==> config.mk <==
export PLATFORM = sky130hd
export DESIGN_NAME = pkt_framer
export DESIGN_NICKNAME = d
export VERILOG_FILES = /design/src/rtl/pkt_framer_pkg.sv /design/src/rtl/pkt_tx_framer.sv /design/src/rtl/pkt_rx_filter.sv /design/src/rtl/pkt_rx_fifo.sv /design/src/rtl/pkt_framer.sv
export SDC_FILE = /design/constraint.sdc
export NUM_CORES = 1
export LEC_CHECK = 0
export ABC_AREA = 1
export BUFFER_PORTS_ARGS = -buffer_cell sky130_fd_sc_hd__buf_2
export CAP_MARGIN = 20
export CORE_ASPECT_RATIO = 0.8
export CORE_UTILIZATION = 59
export DETAILED_ROUTE_END_ITERATION = 7
export PLACE_DENSITY = 0.81
export RECOVER_POWER = 100
export SYNTH_ARGS = -nofsm -noshare
export SYNTH_HDL_FRONTEND = slang
export SYNTH_SLANG_ARGS = --single-unit
==> constraint.sdc <==
create_clock -name clk -period 4.5 [get_ports clk]
set_input_delay 0.675 -clock clk [delete_from_list [all_inputs] [get_ports clk]]
set_output_delay 0.675 -clock clk [all_outputs]
set_load 0.01 [all_outputs]
==> src/rtl/pkt_framer_pkg.sv <==
package pkt_framer_pkg;
   localparam int          BYTE_W     = 8;
   localparam logic [7:0]  BCAST_ADDR = 8'hFF;
   localparam logic [7:0]  NULL_ADDR  = 8'h00;

   typedef enum logic [2:0] {
      RX_LEN,
      RX_DEST,
      RX_SRC,
      RX_PAY,
      RX_CRC,
      RX_SKIP
   } rx_state_e;

   typedef struct packed {
      logic [7:0]  src;
      logic [31:0] data;
   } rx_msg_t;
endpackage

==> src/rtl/pkt_tx_framer.sv <==
module pkt_tx_framer #(
   parameter int DATA_W    = 32,
   parameter int CRC_BYTES = 2
) (
   input  logic              clk,
   input  logic              rst,
   input  logic [7:0]        my_addr,
   input  logic              tx_start,
   input  logic [7:0]        tx_dest,
   input  logic [DATA_W-1:0] tx_data,
   output logic              tx_ready,
   output logic              txb_valid,
   output logic [7:0]        txb_data,
   input  logic              txb_ready
);
   localparam int PAY_BYTES   = DATA_W / 8;
   localparam int FRAME_BYTES = 3 + PAY_BYTES + CRC_BYTES;
   localparam int FRAME_W     = FRAME_BYTES * 8;
   localparam int LEN_VAL     = FRAME_BYTES - 1;
   localparam int CNT_W       = $clog2(FRAME_BYTES + 1);

   logic [FRAME_W-1:0] shreg;
   logic [FRAME_W-1:0] frame_img;
   logic [CNT_W-1:0]   left;
   logic               busy;

   always_comb begin
      frame_img = {8'(LEN_VAL), tx_dest, my_addr, tx_data, {(CRC_BYTES*8){1'b0}}};
   end

   always_ff @(posedge clk) begin
      if (rst) begin
         busy  <= 1'b0;
         left  <= '0;
         shreg <= '0;
      end else if (!busy) begin
         if (tx_start) begin
            busy  <= 1'b1;
            left  <= CNT_W'(FRAME_BYTES);
            shreg <= frame_img;
         end
      end else if (txb_ready) begin
         shreg <= shreg << 8;
         left  <= left - 1'b1;
         if (left == CNT_W'(1)) busy <= 1'b0;
      end
   end

   assign tx_ready  = !busy;
   assign txb_valid = busy;
   assign txb_data  = shreg[FRAME_W-1 -: 8];
endmodule

==> src/rtl/pkt_rx_filter.sv <==
module pkt_rx_filter
   import pkt_framer_pkg::*;
#(
   parameter int DATA_W       = 32,
   parameter int CRC_BYTES    = 2,
   parameter bit ACCEPT_BCAST = 1'b1
) (
   input  logic              clk,
   input  logic              rst,
   input  logic [7:0]        my_addr,
   input  logic              rxb_valid,
   input  logic [7:0]        rxb_data,
   output logic              push,
   output logic [7:0]        push_src,
   output logic [DATA_W-1:0] push_data
);
   localparam int PAY_BYTES   = DATA_W / 8;
   localparam int FRAME_BYTES = 3 + PAY_BYTES + CRC_BYTES;
   localparam int LEN_VAL     = FRAME_BYTES - 1;

   rx_state_e         state;
   logic [7:0]        cnt;
   logic              keep;
   logic              addr_hit;
   logic              bcast_hit;
   logic [7:0]        src_q;
   logic [DATA_W-1:0] data_q;

   generate
      if (ACCEPT_BCAST) begin : g_bcast
         assign bcast_hit = (rxb_data == BCAST_ADDR);
      end else begin : g_unicast
         assign bcast_hit = 1'b0;
      end
   endgenerate

   assign addr_hit = (rxb_data != NULL_ADDR) && ((rxb_data == my_addr) || bcast_hit);

   always_ff @(posedge clk) begin
      if (rst) begin
         state  <= RX_LEN;
         cnt    <= '0;
         keep   <= 1'b0;
         src_q  <= '0;
         data_q <= '0;
      end else if (rxb_valid) begin
         unique case (state)
            RX_LEN: begin
               cnt <= rxb_data;
               if (rxb_data == 8'(LEN_VAL)) state <= RX_DEST;
               else if (rxb_data != 8'd0)   state <= RX_SKIP;
            end
            RX_SKIP: begin
               cnt <= cnt - 8'd1;
               if (cnt == 8'd1) state <= RX_LEN;
            end
            RX_DEST: begin
               keep  <= addr_hit;
               state <= RX_SRC;
            end
            RX_SRC: begin
               keep  <= keep && (rxb_data != NULL_ADDR);
               src_q <= rxb_data;
               cnt   <= '0;
               state <= RX_PAY;
            end
            RX_PAY: begin
               data_q <= {data_q[DATA_W-9:0], rxb_data};
               if (cnt == 8'(PAY_BYTES - 1)) begin
                  cnt   <= '0;
                  state <= RX_CRC;
               end else begin
                  cnt <= cnt + 8'd1;
               end
            end
            RX_CRC: begin
               if (cnt == 8'(CRC_BYTES - 1)) begin
                  cnt   <= '0;
                  state <= RX_LEN;
               end else begin
                  cnt <= cnt + 8'd1;
               end
            end
            default: state <= RX_LEN;
         endcase
      end
   end

   assign push      = rxb_valid && (state == RX_CRC) && (cnt == 8'(CRC_BYTES - 1)) && keep;
   assign push_src  = src_q;
   assign push_data = data_q;
endmodule

==> src/rtl/pkt_rx_fifo.sv <==
module pkt_rx_fifo #(
   parameter int WIDTH = 40,
   parameter int DEPTH = 4
) (
   input  logic             clk,
   input  logic             rst,
   input  logic             push,
   input  logic [WIDTH-1:0] wdata,
   input  logic             pop,
   output logic [WIDTH-1:0] rdata,
   output logic             not_empty
);
   generate
      if (DEPTH == 1) begin : g_single
         logic [WIDTH-1:0] slot;
         logic             full_q;
         always_ff @(posedge clk) begin
            if (rst) begin
               full_q <= 1'b0;
               slot   <= '0;
            end else if (full_q) begin
               if (pop) full_q <= 1'b0;
            end else if (push) begin
               full_q <= 1'b1;
               slot   <= wdata;
            end
         end
         assign rdata     = slot;
         assign not_empty = full_q;
      end else begin : g_ring
         localparam int PTR_W = $clog2(DEPTH);
         logic [WIDTH-1:0] mem [DEPTH];
         logic [PTR_W-1:0] wr_ptr, rd_ptr;
         logic [PTR_W:0]   count;
         logic             do_push, do_pop;

         assign do_pop  = pop && (count != '0);
         assign do_push = push && (count != (PTR_W+1)'(DEPTH));

         always_ff @(posedge clk) begin
            if (rst) begin
               wr_ptr <= '0;
               rd_ptr <= '0;
               count  <= '0;
            end else begin
               if (do_push) wr_ptr <= wr_ptr + 1'b1;
               if (do_pop)  rd_ptr <= rd_ptr + 1'b1;
               if (do_push && !do_pop)      count <= count + 1'b1;
               else if (do_pop && !do_push) count <= count - 1'b1;
            end
         end

         always_ff @(posedge clk) begin
            if (do_push) mem[wr_ptr] <= wdata;
         end

         assign rdata     = mem[rd_ptr];
         assign not_empty = (count != '0);
      end
   endgenerate
endmodule

==> src/rtl/pkt_framer.sv <==
module pkt_framer
   import pkt_framer_pkg::*;
#(
   parameter int DATA_W       = 32,
   parameter int CRC_BYTES    = 2,
   parameter int FIFO_DEPTH   = 4,
   parameter bit ACCEPT_BCAST = 1'b1
) (
   input  logic              clk,
   input  logic              rst,
   input  logic [7:0]        my_addr,
   input  logic              tx_start,
   input  logic [7:0]        tx_dest,
   input  logic [DATA_W-1:0] tx_data,
   output logic              tx_ready,
   output logic              txb_valid,
   output logic [7:0]        txb_data,
   input  logic              txb_ready,
   input  logic              rxb_valid,
   input  logic [7:0]        rxb_data,
   output logic              rx_ready,
   input  logic              rx_start,
   output logic [DATA_W-1:0] rx_data,
   output logic [7:0]        rx_src
);
   localparam int MSG_W = DATA_W + BYTE_W;

   generate
      if (DATA_W % BYTE_W != 0 || DATA_W < 16) begin : g_bad_width
         $error("pkt_framer: DATA_W must be a whole number of bytes, at least two");
      end
      if (CRC_BYTES < 1 || 3 + DATA_W / 8 + CRC_BYTES > 255) begin : g_bad_crc
         $error("pkt_framer: CRC_BYTES out of range");
      end
      if (FIFO_DEPTH < 1 || (FIFO_DEPTH & (FIFO_DEPTH - 1)) != 0) begin : g_bad_depth
         $error("pkt_framer: FIFO_DEPTH must be a power of two");
      end
   endgenerate

   logic              push;
   logic [7:0]        push_src;
   logic [DATA_W-1:0] push_data;
   logic [MSG_W-1:0]  head;

   pkt_tx_framer #(.DATA_W(DATA_W), .CRC_BYTES(CRC_BYTES)) u_tx (
      .clk       (clk),
      .rst       (rst),
      .my_addr   (my_addr),
      .tx_start  (tx_start),
      .tx_dest   (tx_dest),
      .tx_data   (tx_data),
      .tx_ready  (tx_ready),
      .txb_valid (txb_valid),
      .txb_data  (txb_data),
      .txb_ready (txb_ready)
   );

   pkt_rx_filter #(.DATA_W(DATA_W), .CRC_BYTES(CRC_BYTES), .ACCEPT_BCAST(ACCEPT_BCAST)) u_filt (
      .clk       (clk),
      .rst       (rst),
      .my_addr   (my_addr),
      .rxb_valid (rxb_valid),
      .rxb_data  (rxb_data),
      .push      (push),
      .push_src  (push_src),
      .push_data (push_data)
   );

   pkt_rx_fifo #(.WIDTH(MSG_W), .DEPTH(FIFO_DEPTH)) u_fifo (
      .clk       (clk),
      .rst       (rst),
      .push      (push),
      .wdata     ({push_src, push_data}),
      .pop       (rx_start && rx_ready),
      .rdata     (head),
      .not_empty (rx_ready)
   );

   assign rx_src  = head[MSG_W-1 -: 8];
   assign rx_data = head[DATA_W-1:0];
endmodule

Yosys cells after proc, flatten, opt, wreduce, memory -nomap -nowiden
Memory sizes are Yosys's and may differ from the RTL's. A register that Yosys moved wholly into a read port is not among the register bits. Cells that the tools add are included.

Memory bits (writable): 160. Word-level logic and storage cells: 88. Output and inout bits: 51. Register bits after elaboration: 136. Input bits: 62. Memories kept: 1.

$add $sub $neg: 7. Eq/ne operators: 16. Reduce and logical (&&, ||, !) cells: 28. Mux-type cells: 25.

Memories: u_fifo.g_ring.mem (words 4, bits a word 40, rd ports 1, clocked after memory_dff 1, write ports 1, RTL line pkt_rx_fifo.sv:32) `logic [WIDTH-1:0] mem [DEPTH];`.

Operators with widths (count): 2-to-1 mux 72 bit (3); one-hot mux 8 bit (5 select lines) (1); 2-to-1 mux 3 bit (6); 2-to-1 mux 8 bit (2); one-hot mux 3 bit (5 select lines) (1); 2-to-1 mux 4 bit (3); logical AND 1 bit (10); AND reduction 2 bit (5); adder 8 x 1 -> 8 bit, second input constant (1); equality test 8 x 1 -> 1 bit, second input constant (1); equality test 8 x 2 -> 1 bit, second input constant (1); equality test 8 x 4 -> 1 bit, second input constant (1); equality test 8 bit (1); equality test 8 bit, second input constant (1); nonzero test 8 bit (1); subtractor 8 x 1 -> 8 bit, second input constant (1); equality test 3 x 2 -> 1 bit, second input constant (2); equality test 3 bit, second input constant (2); 2-to-1 mux 1 bit (6); nonzero test 2 bit (3); nonzero test 5 bit (1); adder 2 x 1 -> 2 bit, second input constant (2); equality test 4 x 1 -> 1 bit, second input constant (1); 2-to-1 mux 2 bit (2); 15 further kinds (18).

Depth between registers and ports, before layout
Word-level depth: 9. Mapped depth: 14. Depth with buffers taken out: 14.

Modules after synthesis
From an unflattened synthesis, not the netlist that was laid out.

Cells, all modules: 1196. Area total of the unflattened synthesis: 11678.7 um2.

Modules (own cells, without submodules): pkt_rx_fifo (area an instance 6434.9 um2, sequential area each 4984.8 um2, cells an instance 455, times used 1); pkt_rx_filter (area an instance 2697.6 um2, sequential area each 1041.0 um2, cells an instance 402, times used 1); pkt_tx_framer (area an instance 2538.7 um2, sequential area each 1221.2 um2, cells an instance 337, times used 1); pkt_framer (area an instance 7.5 um2, sequential area each 0.0 um2, cells an instance 2, times used 1).

Least setup slack after synthesis
No wires, ideal clock.

Kind: input port to flip-flop. Start point: input port rxb_valid. End point: memory u_fifo.g_ring.mem[0][0] (enable). Setup time: 437 ps. Setup slack: 1224 ps. Arrival: 2838 ps. Stages: 5. Data required time: 4063 ps. Buffers on the path: 1. Cells stage by stage: buf_2 nand3_1 nor2_1 nand2_2 nor2_1.

Longest elaborated chain between the ends: 6.

Ends and longest elaborated chain: from (decl) (RTL line pkt_framer.sv:19) `input logic rxb_valid,`; logical AND 1 bit (3 in a row) (RTL line pkt_rx_filter.sv:89) `assign push = rxb_valid && (state == RX_CRC) && (cnt == 8'(CRC_BYTES - 1)) && keep;`; logical AND 1 bit (RTL line pkt_rx_fifo.sv:38) `assign do_push = push && (count != (PTR_W+1)'(DEPTH));`; 2-to-1 mux 1 bit (RTL line pkt_rx_fifo.sv:54) `if (do_push) mem[wr_ptr] <= wdata;`; 2-to-1 mux 1 bit (not written as such) (RTL line pkt_rx_fifo.sv:54); to (decl) (RTL line pkt_rx_fifo.sv:32).

No other way between the ends.

==> summary.txt <==
Die
  – Die X: 158.1 µm
  – Die height: 126.9 µm
  – Die area: roughly 20000 µm²
  – Area of the core region: 19030 µm²
  – Top-level I/O count: about 110
  – Number of cell rows: 45
  – Initial standard-cell utilization of the core: roughly 60%

Pwr
  – Sequential share of power: 47.4%
  – Proportion of power drawn by combinational gates: 17.0%
  – Net switching component of the power: 0.001700 W
  – PwrDens: 467.0 nW/µm²
  – P_int: around 0.0043 W
  – Max rail drop VDD: around 320 µV
  – Fraction of power consumed by the clock network: 35.6%
  – Switching part of the total power: 28.28%
  – Total leakage power: between 4 and 5 nW

Placed design
  – Count of buffers from port buffering: 112
  – HPWL after DPL: 15550 µm
  – Routability congestion estimate from global placement: 0.8431
  – Worst slack at placement: ~1.8 ns

Clock network
  – Hold-fix buffer count after cts: 0
  – Longest Clk Path Bufs: 3
  – Clock insertion delay at the later pin of the skew report: 0.52 ns
  – H-tree Lvls: 1
  – Clock tree from TritonCTS: built
  – Clock Root Buffer: sky130_fd_sc_hd__clkbuf_16
  – Number of sinks handled by clock tree synthesis: 282
  – Number of gates resized after cts: 0
  – Number of CTS-inserted buffers: 27
  – Setup fix buffers added after clock tree synthesis: 0
  – Clock transition at the registers of the reported paths: roughly 0.06 ns

Timing
  – Fmax achieved: 267.7 MHz
  – Slew @ Worst Pin: 1.840 ns
  – Number of pins exceeding their max-slew limit in the final report: 113
  – Endpoints failing setup: 0
  – Time the worst path needs with I/O delays and setup: 3.736 ns
  – Tightest slew margin relative to the limit: -22.64%
  – RSZ-0062 raised after global routing: false
  – Crit path setup slack, layout: 0.7642 ns
  – Count of final hold-check violations: 0
  – Sum of negative setup slack: 0 ns
  – Clock Skew: ~0.0097 ns
  – Crit share post-route: 83.02%

Cells and area
  – Antenna diodes: 0
  – Commonest cells after routing, fill and taps aside: sky130_fd_sc_hd__nand2_1 (218), sky130_fd_sc_hd__edfxtp_1 (160), sky130_fd_sc_hd__o21ai_0 (139), sky130_fd_sc_hd__dfxtp_1 (121), sky130_fd_sc_hd__nor2_1 (119)
  – Commonest non-fill, non-tap cell in the layout: sky130_fd_sc_hd__nand2_1
  – Relative area change from synthesis to final layout: 11.91%
  – Net count of the finished layout: 1317
  – Layout cells sized above 1: roughly a tenth

Detailed routing
  – Average wire length per cell after detail routing: between 15 and 20 µm
  – Count of unresolved DRC violations after routing: 0
  – Initial DRT Pass Iterations: 6
  – Drt total wl: 25900 µm
  – Number of vias per cell: about 5.8
  – 1st-iter DRT viols: 801
  – Total via count after detailed routing: 8815
  – Number of nets with antenna violations after detailed routing: 0

Setup path
  – Cell type group with the largest total delay on the critical path: buffers and inverters
  – WP depth: 6
  – Data arrival time at the worst-slack endpoint: 3.06 ns
  – Depth of the worst register-to-register path: 8
  – Data required time of the worst path: 3.83 ns
  – Cells along the critical path: clkbuf_2 -> inv_1 -> buf_4 -> o21ai_0 -> o22ai_1 -> clkbuf_1
  – Buffers & Inverters on Critical Path: 4
  – Cell type of the slowest stage on the worst timing path: sky130_fd_sc_hd__inv_1
  – Crit Reg-Reg Startpoint: u_filt.state[1]$_SDFFE_PP0P_
  – Largest fanout on the critical path: 41
  – Slowest stage delay, CP: 0.80 ns
  – End of the worst register-to-register path: u_fifo.g_ring.mem[1][20]$_DFFE_PP_
  – Reg-to-reg slack, setup: 0.95 ns
  – Sort of element at the end of the critical path: output pin
  – Critical path type: reg2out
  – Critical path startpoint category: register

Global route
  – Grt ovf: 0
  – GR Util All Layers: 26.21%
  – Global-route wire length before repair: 41340 µm
  – Largest net degree at the start of global routing: 81
  – Vias in the first global route: 8108
  – Initial antenna violation count: 1

Flow run
  – Max-Cap Viols: 3

Yosys
  – Ys Warns: 0
  – Cells after synthesis: approximately 1200
  – Nets in the synthesized netlist: around 1200
  – Post-synth EDFFs: 160
  – Post-synthesis average cell area: just under 10 µm²
  – Area of the mapped netlist: 11510 µm²
  – Leading cell types by total area after synthesis: sky130_fd_sc_hd__edfxtp_1 (42%), sky130_fd_sc_hd__dfxtp_1 (21%), sky130_fd_sc_hd__nand2_1 (7.1%)
  – Most instantiated flip-flop cell in the synthesis netlist: sky130_fd_sc_hd__edfxtp_1
  – Flops & latches, synth: 282
  – Unique cell type count in the Yosys netlist: 35
  – Share of synthesized area occupied by flip-flops and latches: 62.98%
  – Share of flip-flops with an asynchronous set or reset: 0%
  – Leading area contributor after synthesis: sky130_fd_sc_hd__edfxtp_1
  – Fraction of post-synthesis cell area in the top cell type by area: between 40% and 50%

Hold path
  – Hold Crit Endpoint: u_tx.shreg[28]$_SDFFE_PP0P_
  – Hold/Removal Path Class: in2reg
  – HP Start: tx_data[12]
  – Hold Path Cell Cnt: 3

Outcome
  – Violated checks: max-capacitance violations, max-slew violations
  – Result of the run: complete, but fails checks
[flip-flops by register name (all words and copies together), names as in the netlist, named ones only]
name / cells
u_filt.state: 3
u_filt.push_src: 8
u_filt.push_data: 32
u_fifo.g_ring.mem: 160
u_tx.shreg: 56
u_tx.txb_valid: 1
u_fifo.g_ring.count: 3
u_tx.left: 4
u_filt.cnt: 8
u_filt.keep: 1
u_fifo.g_ring.rd_ptr: 2
u_fifo.g_ring.wr_ptr: 2
[cell type report]
class / instances / area (µm²)
Sequential cell: 282 / 7248
Fill cell: 1499 / 6155
Multi-Input combinational cell: 759 / 3679
Clock buffer: 44 / 800.8
Timing Repair Buffer: 128 / 621.8
Tap cell: 258 / 322.8
Inverter: 46 / 172.7
Clock inverter: 5 / 31.28
[worst register-to-register path, stage by stage, from the launching register on]
cell and delay (ns):
sky130_fd_sc_hd__dfxtp_1 0.38, sky130_fd_sc_hd__inv_1 0.11, sky130_fd_sc_hd__nand2_1 0.14, sky130_fd_sc_hd__nor2_1 0.39
sky130_fd_sc_hd__nand3_1 0.13, sky130_fd_sc_hd__nor2_1 0.11, sky130_fd_sc_hd__nand2_1 0.22, sky130_fd_sc_hd__nor2_1 1.16
sky130_fd_sc_hd__buf_4 0.56
[Yosys cell counts (3+ instances only)]
master                     count
sky130_fd_sc_hd__buf_4        10
sky130_fd_sc_hd__nor2_1      120
sky130_fd_sc_hd__o21ai_1       3
sky130_fd_sc_hd__nand4_1       5
sky130_fd_sc_hd__a31oi_1      41
sky130_fd_sc_hd__a21oi_1      79
sky130_fd_sc_hd__o22ai_1      41
sky130_fd_sc_hd__inv_2         3
sky130_fd_sc_hd__nand2_1     217
sky130_fd_sc_hd__xor2_1        3
sky130_fd_sc_hd__edfxtp_1    160
sky130_fd_sc_hd__o21ai_0     137
sky130_fd_sc_hd__o211ai_1      6
sky130_fd_sc_hd__dfxtp_1     122
sky130_fd_sc_hd__buf_2        15
sky130_fd_sc_hd__nand3_1      70
sky130_fd_sc_hd__nor2_2        3
sky130_fd_sc_hd__xnor2_1       7
sky130_fd_sc_hd__ha_1         10
sky130_fd_sc_hd__clkbuf_1     56
sky130_fd_sc_hd__inv_1        42
sky130_fd_sc_hd__buf_6         4
sky130_fd_sc_hd__nor3_1        4
[through the flow]
step,util (%),hold slack [ns],power (W),std cells,cell area (µm²)
after detailed placement,63.73,0.4525,0.003954,1472,12130
after floorplan,-,0.4362,0.003611,1173,11510
after CTS,68.11,0.4002,0.006066,1521,12960
after global placement,63.73,0.4480,0.003923,1472,12130
after global routing,67.66,0.4178,0.006281,1522,12880
final,67.66,0.4122,0.006013,1522,12880
[how the worst max path moves through the flow]
stage	from	slack [ns]	to
detailed placement	register	1.83	rx_data[16]
CTS	register	1.18	rx_data[15]
finish	register	0.76	rx_data[15]
global placement	register	1.92	rx_data[16]
global route	register	0.58	rx_data[15]
floorplan	rxb_valid	1.22	u_fifo.g_ring.mem[0][0]$_DFFE_PP_
[metal layers]
layer / up-vias / part of all wire (%) / track usage, % / routed length, µm
met2: 339 / 46 / 42.44 / 12050
met3: 48 / 6.6 / 3.792 / 1706
met4: 2 / 2.0 / 6.561 / 525
li1: 4229 / - / - / -
met1: 4197 / 45 / 37.26 / 11620
met5: - / 0.039 / 0 / 10
[kinds of logic (layout without fill, tap and decap cells)]
kind of cell | Yosys count | count (layout) | synth area share (%)
AOI/OAI and AO/OA | 310 | 310 | 14.58
xor gates and xnor gates | 10 | 10 | 0.7613
adders and majority gates | 11 | 11 | 1.261
buffers and inverters | 132 | 223 | 5.056
DFF | 282 | 282 | 62.98
and+or+nand+nor | 428 | 428 | 15.35
[power by group through the flow]
stage / clock [W] / sequential (W) / combinational [W]
floorplan: 0 / 0.00288 / 0.000735
CTS: 0.00216 / 0.00285 / 0.00106
finish: 0.00214 / 0.00285 / 0.00102
global placement: 0 / 0.00290 / 0.00102
global route: 0.00227 / 0.00286 / 0.00115
detailed placement: 0 / 0.00290 / 0.00105
No activity file was read; power rests on OpenSTA's default activity.
